`config.mk`:
```
export PLATFORM = sky130hd
export DESIGN_NAME = cmd_trigger_regs
export DESIGN_NICKNAME = d
export VERILOG_FILES = /design/src/rtl/cmd_trig_pkg.sv /design/src/rtl/cmd_addr_decode.sv /design/src/rtl/cmd_pulse_bank.sv /design/src/rtl/cmd_hold_bank.sv /design/src/rtl/cmd_trigger_regs.sv
export SDC_FILE = /design/constraint.sdc
export NUM_CORES = 1
export LEC_CHECK = 0
export CAP_MARGIN = 10
export CORE_MARGIN = 2
export CORE_UTILIZATION = 32
export CTS_CLUSTER_DIAMETER = 30
export DETAILED_ROUTE_END_ITERATION = 10
export GPL_TIMING_DRIVEN = 0
export PLACE_DENSITY_LB_ADDON = 0.08
export REMOVE_ABC_BUFFERS = 1
export SYNTH_ARGS = -nofsm -noshare
export SYNTH_HDL_FRONTEND = slang
export SYNTH_SLANG_ARGS = --single-unit
```
`constraint.sdc`:
```
create_clock -name clk -period 0.8 [get_ports clk]
set_input_delay 0.08 -clock clk [delete_from_list [all_inputs] [get_ports clk]]
set_output_delay 0.08 -clock clk [all_outputs]
set_load 0.02 [all_outputs]
```
`src/rtl/cmd_trig_pkg.sv`:
```
package cmd_trig_pkg;

    typedef enum logic [1:0] {
        SEL_NONE  = 2'd0,
        SEL_PULSE = 2'd1,
        SEL_HOLD  = 2'd2
    } cmd_sel_e;

endpackage

```
`src/rtl/cmd_addr_decode.sv`:
```
module cmd_addr_decode
    import cmd_trig_pkg::*;
#(
    parameter int ADDR_W     = 4,
    parameter int PULSE_ADDR = 0,
    parameter int HOLD_ADDR  = 1
) (
    input  logic [ADDR_W-1:0] addr,
    output cmd_sel_e          sel
);

    localparam logic [ADDR_W-1:0] PULSE_A = ADDR_W'(PULSE_ADDR);
    localparam logic [ADDR_W-1:0] HOLD_A  = ADDR_W'(HOLD_ADDR);

    always_comb begin
        if (addr == PULSE_A) begin
            sel = SEL_PULSE;
        end else if (addr == HOLD_A) begin
            sel = SEL_HOLD;
        end else begin
            sel = SEL_NONE;
        end
    end

endmodule

```
`src/rtl/cmd_pulse_bank.sv`:
```
module cmd_pulse_bank #(
    parameter int N = 8
) (
    input  logic         clk,
    input  logic         rst_n,
    input  logic         fire,
    input  logic [N-1:0] bits,
    output logic [N-1:0] pulse_o
);

    typedef struct packed {
        logic [N-1:0] pulse;
    } pulse_st_t;

    pulse_st_t st_d, st_q;

    always_comb begin
        st_d       = st_q;
        st_d.pulse = fire ? bits : '0;
    end

    always_ff @(posedge clk or negedge rst_n) begin
        if (!rst_n) begin
            st_q <= '0;
        end else begin
            st_q <= st_d;
        end
    end

    assign pulse_o = st_q.pulse;

    for (genvar i = 0; i < N; i++) begin : g_chk
        a_r1_pulse_raise: assert property (@(posedge clk) disable iff (!rst_n)
            (fire && bits[i]) |=> pulse_o[i]);
        a_r1_pulse_single: assert property (@(posedge clk) disable iff (!rst_n)
            !(fire && bits[i]) |=> !pulse_o[i]);
    end

endmodule

```
`src/rtl/cmd_hold_bank.sv`:
```
module cmd_hold_bank #(
    parameter int N = 8
) (
    input  logic         clk,
    input  logic         rst_n,
    input  logic         set_en,
    input  logic [N-1:0] set_bits,
    input  logic [N-1:0] ack,
    output logic [N-1:0] hold_o
);

    typedef struct packed {
        logic [N-1:0] req;
    } hold_st_t;

    hold_st_t     st_d, st_q;
    logic [N-1:0] set_w;

    assign set_w = set_en ? set_bits : '0;

    always_comb begin
        st_d = st_q;
        for (int i = 0; i < N; i++) begin
            if (set_w[i]) begin
                st_d.req[i] = 1'b1;
            end else if (ack[i]) begin
                st_d.req[i] = 1'b0;
            end
        end
    end

    always_ff @(posedge clk or negedge rst_n) begin
        if (!rst_n) begin
            st_q <= '0;
        end else begin
            st_q <= st_d;
        end
    end

    assign hold_o = st_q.req;

    for (genvar i = 0; i < N; i++) begin : g_chk
        a_r3_hold_set: assert property (@(posedge clk) disable iff (!rst_n)
            set_w[i] |=> hold_o[i]);
        a_r4_hold_keep: assert property (@(posedge clk) disable iff (!rst_n)
            (hold_o[i] && !ack[i]) |=> hold_o[i]);
        a_r4_hold_release: assert property (@(posedge clk) disable iff (!rst_n)
            (hold_o[i] && ack[i] && !set_w[i]) |=> !hold_o[i]);
        a_r6_no_spurious: assert property (@(posedge clk) disable iff (!rst_n)
            (!hold_o[i] && !set_w[i]) |=> !hold_o[i]);
        a_r8_set_wins: assert property (@(posedge clk) disable iff (!rst_n)
            (set_w[i] && ack[i]) |=> hold_o[i]);
    end

endmodule

```
`src/rtl/cmd_trigger_regs.sv`:
```
module cmd_trigger_regs
    import cmd_trig_pkg::*;
#(
    parameter int DATA_W     = 32,
    parameter int ADDR_W     = 4,
    parameter int NUM_PULSE  = 8,
    parameter int NUM_HOLD   = 8,
    parameter int PULSE_ADDR = 0,
    parameter int HOLD_ADDR  = 1
) (
    input  logic                 clk,
    input  logic                 rst_n,
    input  logic                 wr_en,
    input  logic                 rd_en,
    input  logic [ADDR_W-1:0]    addr,
    input  logic [DATA_W-1:0]    wdata,
    output logic [DATA_W-1:0]    rdata,
    output logic [NUM_PULSE-1:0] pulse_o,
    output logic [NUM_HOLD-1:0]  hold_o,
    input  logic [NUM_HOLD-1:0]  hold_ack_i
);

    typedef struct packed {
        logic [DATA_W-1:0] rdata;
    } rd_st_t;

    cmd_sel_e          sel;
    rd_st_t            st_d, st_q;
    logic [NUM_HOLD-1:0] hold_w;
    logic              wdata_unused_par;

    assign wdata_unused_par = ^wdata;

    cmd_addr_decode #(
        .ADDR_W     (ADDR_W),
        .PULSE_ADDR (PULSE_ADDR),
        .HOLD_ADDR  (HOLD_ADDR)
    ) i_dec (
        .addr (addr),
        .sel  (sel)
    );

    cmd_pulse_bank #(
        .N (NUM_PULSE)
    ) i_pulse (
        .clk     (clk),
        .rst_n   (rst_n),
        .fire    (wr_en && (sel == SEL_PULSE)),
        .bits    (wdata[NUM_PULSE-1:0]),
        .pulse_o (pulse_o)
    );

    cmd_hold_bank #(
        .N (NUM_HOLD)
    ) i_hold (
        .clk      (clk),
        .rst_n    (rst_n),
        .set_en   (wr_en && (sel == SEL_HOLD)),
        .set_bits (wdata[NUM_HOLD-1:0]),
        .ack      (hold_ack_i),
        .hold_o   (hold_w)
    );

    assign hold_o = hold_w;

    always_comb begin
        st_d = st_q;
        if (rd_en) begin
            if (sel == SEL_HOLD) begin
                st_d.rdata = DATA_W'(hold_w);
            end else begin
                st_d.rdata = '0;
            end
        end
    end

    always_ff @(posedge clk or negedge rst_n) begin
        if (!rst_n) begin
            st_q <= '0;
        end else begin
            st_q <= st_d;
        end
    end

    assign rdata = st_q.rdata;

    a_r2_strobe_reads_zero: assert property (@(posedge clk) disable iff (!rst_n)
        (rd_en && addr == ADDR_W'(PULSE_ADDR)) |=> (rdata == '0));
    a_r5_request_readback: assert property (@(posedge clk) disable iff (!rst_n)
        (rd_en && addr == ADDR_W'(HOLD_ADDR)) |=> (rdata == DATA_W'($past(hold_o))));
    a_r10_unmapped_read: assert property (@(posedge clk) disable iff (!rst_n)
        (rd_en && addr != ADDR_W'(PULSE_ADDR) && addr != ADDR_W'(HOLD_ADDR))
        |=> (rdata == '0));
    a_r11_rdata_steady: assert property (@(posedge clk) disable iff (!rst_n)
        !rd_en |=> $stable(rdata));

endmodule

```
After elaboration in Yosys (flattened, before gate mapping) --
Index checks and enable logic that the tools add are counted.
Word-level totals: register bits after elaboration 48, bits of input ports 48, output and inout port bits 48, word-level logic and storage cells 45
Cells by class: eq/ne operators 3, mux-type cells 21, reductions and logical operators 11
Operators with widths (count):
- $mux 8 | 3
- $mux 1 | 16
- $reduce_bool 2->1 | 8
- $eq 4x1->1 const B | 1
- $logic_not 4->1 | 1
- $mux 2 | 2
- $eq 2x1->1 const B | 1
- $eq 2x2->1 const B | 1
- $logic_and 1x1->1 | 2

Longest topological paths before layout --
Gate-level depths: netlist (run 1).
word-level depth 7, mapped depth 4, mapped depth without buffers 2

Cells and area by module --
Synthesis (run 1) repeated with hierarchy kept, for this count alone.
Unflattened totals: cell total of the unflattened synthesis 115, area, all modules 1226.2 um^2
By module, submodules not included:
- cmd_trigger_regs | instances 1, cells an instance 64, area each 606.8 um^2, sequential area each 200.2 um^2
- cmd_hold_bank | instances 1, cells an instance 33, area each 341.6 um^2, sequential area each 200.2 um^2
- cmd_pulse_bank | instances 1, cells an instance 16, area each 250.2 um^2, sequential area each 200.2 um^2
- cmd_addr_decode | instances 1, cells an instance 2, area each 27.5 um^2, sequential area each 0.0 um^2

Least setup slack after synthesis (run 1) --
No wires, ideal clock.
path kind in2reg, start point input port addr[3], end point register i_pulse.st_q (netlist bit i_pulse.pulse_o[4]), library setup time 80 ps, arrival time 1007 ps, setup slack -287 ps, stages on the path 4, buffers on the path 2, cells stage by stage or4b_1 > buf_6 > buf_8 > nor3b_2
RTL lines:
- start: declaration | line cmd_trigger_regs.sv:15 | input logic [ADDR_W-1:0] addr,
- end signal: assignment | line cmd_pulse_bank.sv:26 | st_q <= st_d;
- end: declaration | line cmd_pulse_bank.sv:15 | pulse_st_t st_d, st_q;

Worst setup path after layout (run 1) --
start point register i_hold.st_q (netlist bit i_hold.hold_o[2]), end point output port hold_o[2]
RTL lines:
- start: declaration | line cmd_hold_bank.sv:16 | hold_st_t st_d, st_q;
- start signal: assignment | line cmd_hold_bank.sv:36 | st_q <= st_d;
- end: declaration | line cmd_trigger_regs.sv:19 | output logic [NUM_HOLD-1:0] hold_o,
No word-level cell between the ends.

==> results.py, run 1 <==
metrics = {
    "sta": {
        "worst_slew_pin_slew_ps": 602.3,
        "max_freq_mhz": 1035,
        "setup_viol": 28,
        "relSlewSlack": 0.5985,
        "fin_skew_ps": 0.7765,
        "finalCritPeriodShare": 1.207,
        "layout_min_cycle_time_ps": 965.8,
        "drv_slew": 0,
        "setup_slack_ps": -165.8,
        "hold_violations": 0,
        "rsz0062_at_grt": "true",
    },
    "setup_path": {
        "critPathMaxFanout": 2,
        "cp-end-kind": "primary output",
        "worst-setup-path-type": "reg2out",
        "crit_start": "i_hold.hold_o[2]",
        "required_ps": 720,
        "crit_chain": "buf_6",
        "reg2reg_depth": 4,
        "max_stage_delay_ps": 430,
        "r2r_start": "i_hold.hold_o[1]",
        "timing.rr.end": "i_hold.hold_o[1]",
        "cp.buffers_inverters": 1,
        "crit_slowest_cell": "dfrtp_1",
        "worstSetupStartpointType": "flip-flop",
        "cp_data_arrival_time_ps": 890,
        "cpLargestDelayFamily": "flip-flops",
        "reg2reg_slack_ps": -100,
    },
    "cts": {
        "h-tree-depth": 1,
        "clock_latency_ps": 310,
        "cts_tree": "yes",
        "cts_max_path_buffers": 2,
        "root_buffer": "clkbuf_4",
        "cts.sinks": 24,
        "cts_made_buffers": 3,
        "cts.clk_slew.worst_paths_ps": 130,
    },
    "min_path": {
        "hold_class": "in2reg",
        "hold_path_depth": 2,
        "hold_path_startpoint": "addr[0]",
        "min_to": "i_pulse.pulse_o[3]",
    },
    "synth": {
        "syn_inst": 114,
        "synth_sequential_area_ratio": 0.5263,
        "yosys_warnings": 0,
        "syn_area_sq_mm": 0.001141,
        "synth_seq_cells": 24,
        "avgSynthCellArea_sq_um": 10.01,
        "synth_cell_type_count": 14,
    },
    "final_layout": {
        "n_antenna_cell": 0,
        "final_layout_size_suffix_gt1_frac": 0.4678,
        "seqCellArea_sq_um": 600.6,
        "fill_cells": 308,
        "stdcell_area_sq_mm": 0.001847,
        "nNetsFinal": 220,
        "multiInputGateArea_sq_um": 485.5,
        "final_cells": 217,
        "area_delta_synth_final_pct": 61.84,
    },
    "route": {
        "drt_pre_antenna_iters": 4,
        "drcViolationCount": 0,
        "dr_total_vias": 926,
        "wl_per_cell_microns": 12.84,
        "drt_iter0_markers": 26,
        "vias_per_cell": 4.267,
        "route.antenna.remaining_nets": 0,
        "drt_wl_total_mm": 2.787,
    },
    "placement": {
        "dp_cells": 199,
        "place_area_sq_mm": 0.001529,
        "dp_hpwl_mm": 1.704,
        "portBuffers": 47,
        "gp_congestion": 0.7361,
    },
    "die": {
        "die_w_microns": 63.72,
        "rows": 21,
        "initial_core_util": 0.3367,
        "ios": 96,
        "die-area_sq_mm": 0.004060,
        "coreArea_sq_mm": 0.003390,
        "die_h_microns": 63.72,
    },
    "global_route": {
        "antenna_found_initial": 0,
        "grt_pass1_wl_mm": 4.636,
        "grt_pass1_vias": 982,
        "grt.overflow.total": 0,
        "grt_max_degree": 25,
        "grt_use_total": 0.1488,
    },
    "status": {
        "violations": "negative setup slack",
        "status": "finished, violations left",
    },
    "power": {
        "cellLeakagePower_nw": 0.8570,
        "power_density_mw_per_mm2": 1244,
        "ir_worst_vdd_uv": 501.3,
    },
    "flow_run": {
        "drv_cap": 0,
    },
}
## how the worst max path moves through the flow
stage,depth (start not counted),endpoint
2_1_floorplan,2,i_pulse.pulse_o[0]
3_3_place_gp,3,rdata[0]
3_5_place_dp,3,rdata[0]
4_1_cts,1,hold_o[5]
5_1_grt,1,hold_o[2]
6_report,1,hold_o[2]
## synth_stat cells (all sizes together)
cell / number / area (sq um)
dfrtp: 24 / 600.6
o22ai: 16 / 100.1
or4b: 2 / 20.02
nor3b: 8 / 70.06
inv: 16 / 60.06
nand2: 16 / 60.06
conb: 1 / 3.750
buf: 28 / 215.2
clkbuf: 3 / 11.26
## cell families (layout without fill, tap and decap cells)
kind of cell	count (synthesis)	after routing	synth area share
flip-flops	24	24	0.5263
AND/OR/NAND/NOR	26	27	0.1316
other	1	24	0.003286
buffers and inverters	47	80	0.2511
AO/OA/AOI/OAI	16	16	0.08772
## area by class of cell
cell class	instances	share of cell area
multi-input combinational	67	0.2629
timing repair buffer	60	0.3286
clock buffer	4	0.01965
sequential	24	0.3252
tap	46	0.03117
inverter	16	0.03252
## report_power, final
group | internal [mW] | switching (mW) | total (mW) | leakage, nW
logic | 0.172 | 0.250 | 0.423 | 0.502
clock network | 0.278 | 0.359 | 0.637 | 0.0210
registers | 1.23 | 0.0105 | 1.24 | 0.334
total | 1.68 | 0.620 | 2.30 | 0.857
## flip-flops by register name, summed over array words and instances, names as in the netlist
signal           flops
i_pulse.pulse_o      8
rdata                8
i_hold.hold_o        8
## through the flow
stage          utilization  TNS (ps)  setup slack [ps]  power (mW)  hold slack (ps)
4_1_cts             0.5183     -3744            -161.9       2.291            86.79
3_3_place_gp        0.4511    -42130             -1093       1.612            513.5
2_1_floorplan            -     -5989            -337.3       1.413           -215.6
6_report            0.5449     -3495            -165.8       2.297            24.36
3_5_place_dp        0.4511    -43360             -1119       1.615            519.8
5_1_grt             0.5449     -4992            -205.6       2.411            11.95
## repair_timing
action / in CTS / in global routing
resized for setup: 187 / 29
cloned: 1 / 0
hold endpoints to repair: 0 / 24
hold buffers: 0 / 1
endpoints found under the setup margin: 72 / 65
setup buffers: 12 / 2
pin swaps: 11 / 8
## cell usage in the layout (no fill, tap or decap), types with 2 or more instances in the layout
cell              n
buf_6            33
o22ai_2          11
clkbuf_4          3
clkdlybuf4s50_1  16
o22ai_1           5
buf_2             2
dfrtp_1          24
conb_1           24
buf_4             6
or4b_4            3
nor3b_2           8
nand2_4           2
clkbuf_2          2
nand2_1          10
inv_2             5
nand2_2           4
inv_1            11
## layer usage
layer / vias to the layer above / global-route usage / wire (microns)
met3: 4 / 0.02143 / 203
met5: - / 0 / 0
met2: 49 / 0.2671 / 1479
met4: 0 / 0.07880 / 52
li1: 434 / - / -
met1: 439 / 0.1689 / 1052
Note: power is estimated with default switching activity, not from simulation.
==> inputs of run 2 (changes only) <==
--- a/config.mk
+++ b/config.mk
@@ -7,12 +7,14 @@
 export LEC_CHECK = 0
 export CAP_MARGIN = 10
 export CORE_MARGIN = 2
-export CORE_UTILIZATION = 32
+export CORE_UTILIZATION = 30
 export CTS_CLUSTER_DIAMETER = 30
 export DETAILED_ROUTE_END_ITERATION = 10
 export GPL_TIMING_DRIVEN = 0
+export MAX_ROUTING_LAYER = met4
 export PLACE_DENSITY_LB_ADDON = 0.08
 export REMOVE_ABC_BUFFERS = 1
 export SYNTH_ARGS = -nofsm -noshare
 export SYNTH_HDL_FRONTEND = slang
+export SYNTH_HIERARCHICAL = 1
 export SYNTH_SLANG_ARGS = --single-unit
==> results.py, run 2 <==
metrics = {
    "sta": {
        "fin_setup_tns_ps": -1940,
        "setup_viol": 32,
        "setup_slack_ps": -99.55,
        "max_freq_mhz": 1112,
        "layout_min_cycle_time_ps": 899.6,
        "rsz0062_at_grt": "true",
        "hold_violations": 24,
        "worst_slew_pin_slew_ps": 603.4,
        "relSlewSlack": 0.5977,
        "drv_slew": 0,
        "fin_skew_ps": 0.4948,
        "holdWs_ps": -89.91,
        "finalCritPeriodShare": 1.124,
    },
    "cts": {
        "h-tree-depth": 1,
        "cts.sinks": 24,
        "root_buffer": "clkbuf_8",
        "clock_latency_ps": 260,
        "cts_made_buffers": 3,
        "cts_max_path_buffers": 2,
        "cts_tree": "yes",
        "cts.clk_slew.worst_paths_ps": 80,
    },
    "synth": {
        "synth_edf_count": 0,
        "syn_inst": 115,
        "synth_cell_type_count": 15,
        "synth_top_cell_by_area": "dfrtp_1",
        "synth.most_common_cell": "buf_4",
        "avgSynthCellArea_sq_um": 10.66,
        "synth_ff_type": "dfrtp_1",
        "ys_top_cells_by_area": "dfrtp_1, buf_4, o22ai_2, o21ai_2, inv_1",
        "syn_area_sq_mm": 0.001226,
        "yosysTopAreaCellShare": 0.4898,
        "async_flop_share": 1.000,
        "ys_top_cells_by_count": "buf_4, dfrtp_1, inv_1",
        "synth_seq_cells": 24,
        "yosys_warnings": 6,
        "synth_sequential_area_ratio": 0.4898,
    },
    "setup_path": {
        "required_ps": 720,
        "crit_slowest_cell": "dfrtp_1",
        "cp-end-kind": "primary output",
        "cp_data_arrival_time_ps": 820,
        "max_stage_delay_ps": 420,
        "cp.buffers_inverters": 1,
        "critPathMaxFanout": 2,
        "crit_chain": "buf_6",
        "cp_num_cells": 1,
        "reg2reg_depth": 3,
        "cpLargestDelayFamily": "flip-flops",
        "worstSetupStartpointType": "flip-flop",
        "worst-setup-path-type": "reg2out",
    },
    "status": {
        "violations": "negative hold slack, negative setup slack",
        "status": "finished, violations left",
    },
    "die": {
        "die-area_sq_mm": 0.004614,
        "coreArea_sq_mm": 0.003971,
        "ios": 96,
        "rows": 23,
        "die_h_microns": 67.93,
        "initial_core_util": 0.3088,
        "die_w_microns": 67.93,
    },
    "power": {
        "p_int_mw": 2.075,
        "p_sw_mw": 0.6268,
        "power_frac_comb": 0.159,
        "switching_share": 0.2320,
        "cellLeakagePower_nw": 0.9376,
        "ir_worst_vdd_uv": 604.8,
        "clockPowerShare": 0.384,
        "power_density_mw_per_mm2": 1352,
        "seqPwrFrac": 0.457,
    },
    "placement": {
        "portBuffers": 47,
        "place_area_sq_mm": 0.001615,
        "gp_congestion": 0.6396,
        "dp_hpwl_mm": 1.766,
    },
    "route": {
        "drt_iter0_markers": 23,
        "wl_per_cell_microns": 11.56,
        "dr_total_vias": 896,
        "drt_pre_antenna_iters": 2,
        "drt_wl_total_mm": 2.623,
        "route.antenna.remaining_nets": 0,
        "vias_per_cell": 3.947,
        "drcViolationCount": 0,
    },
    "final_layout": {
        "mostFrequentLayoutCells": "buf_6, conb_1, dfrtp_1, clkdlybuf4s50_1, inv_1",
        "area_delta_synth_final_pct": 62.96,
        "nNetsFinal": 226,
        "layout_commonest_cell": "buf_6",
        "fill_cells": 368,
        "final_layout_size_suffix_gt1_frac": 0.5424,
        "n_antenna_cell": 0,
        "stdcell_area_sq_mm": 0.001998,
    },
    "global_route": {
        "grt_max_degree": 25,
        "antenna_found_initial": 0,
        "grt.overflow.total": 0,
        "grt_pass1_wl_mm": 3.946,
        "grt_use_total": 0.1221,
        "grt_pass1_vias": 891,
    },
    "min_path": {
        "hold_class": "in2async",
    },
    "flow_run": {
        "drv_cap": 0,
    },
}
run 2: per-stage QoR:
stage                     worst slack [ps]  power (mW)  hold WS, ps  cells    util
after floorplan                     -349.2       1.406       -215.6    110       -
after global placement               -1224       1.608        521.4    207  0.4067
after CTS                           -110.8       2.696       -69.14    223  0.4612
after global routing                -140.0       2.838       -50.48    227  0.5032
final                               -99.55       2.702       -89.91    227  0.5032
after detailed placement             -1252       1.610        529.3    207  0.4067
run 2: power by group through the flow:
stage / Clock [mW] / Combinational [mW] / Sequential, mW
detailed placement: 0 / 0.352 / 1.26
floorplan: 0 / 0.132 / 1.27
global route: 1.14 / 0.460 / 1.24
CTS: 1.08 / 0.383 / 1.23
finish: 1.04 / 0.429 / 1.24
global placement: 0 / 0.350 / 1.26
run 2: layer usage:
metal	wire length [microns]	vias to the layer above	global-route usage
met5	0	-	-
met4	34	0	0.06000
met3	200	2	0.02138
met2	1396	47	0.2039
met1	992	417	0.1415
li1	-	430	-
run 2: cell type report:
type,instances,area [sq um],share of cell area
Sequential cell,24,600.6,0.3006
Inverter,17,63.81,0.03193
Tap cell,50,62.56,0.03131
Multi-Input combinational cell,69,526.8,0.2636
Timing Repair Buffer,63,673.1,0.3369
Clock buffer,3,41.29,0.02066
Clock inverter,1,30.03,0.01503
run 2: path summary, 6_finish.rpt:
kind,from,endpoint,slack (ps)
min in group clk,addr[2],rdata[2],270
setup / recovery,i_hold/hold_o[2],hold_o[2],-100
hold / removal,rst_n,i_pulse/pulse_o[7],-90
setup reg to reg,i_hold/hold_o[2],rdata[2],0
hold reg to reg,rdata[7],rdata[7],560
max in group asynchronous,rst_n,i_pulse/pulse_o[3],500
run 2: logic make-up after synthesis:
group,after synthesis,synth area share
buffers and inverters,45,0.2398
AO/OA/AOI/OAI,16,0.1388
flip-flops,24,0.4898
other,1,0.003058
AND/OR/NAND/NOR,29,0.1286
run 2: repair_timing:
action | in CTS | in global routing
pin swaps | 10 | 8
setup endpoints to repair | 72 | 48
hold endpoints to repair | 24 | 24
gates resized for setup | 177 | 46
buffers inserted | 12 | 4
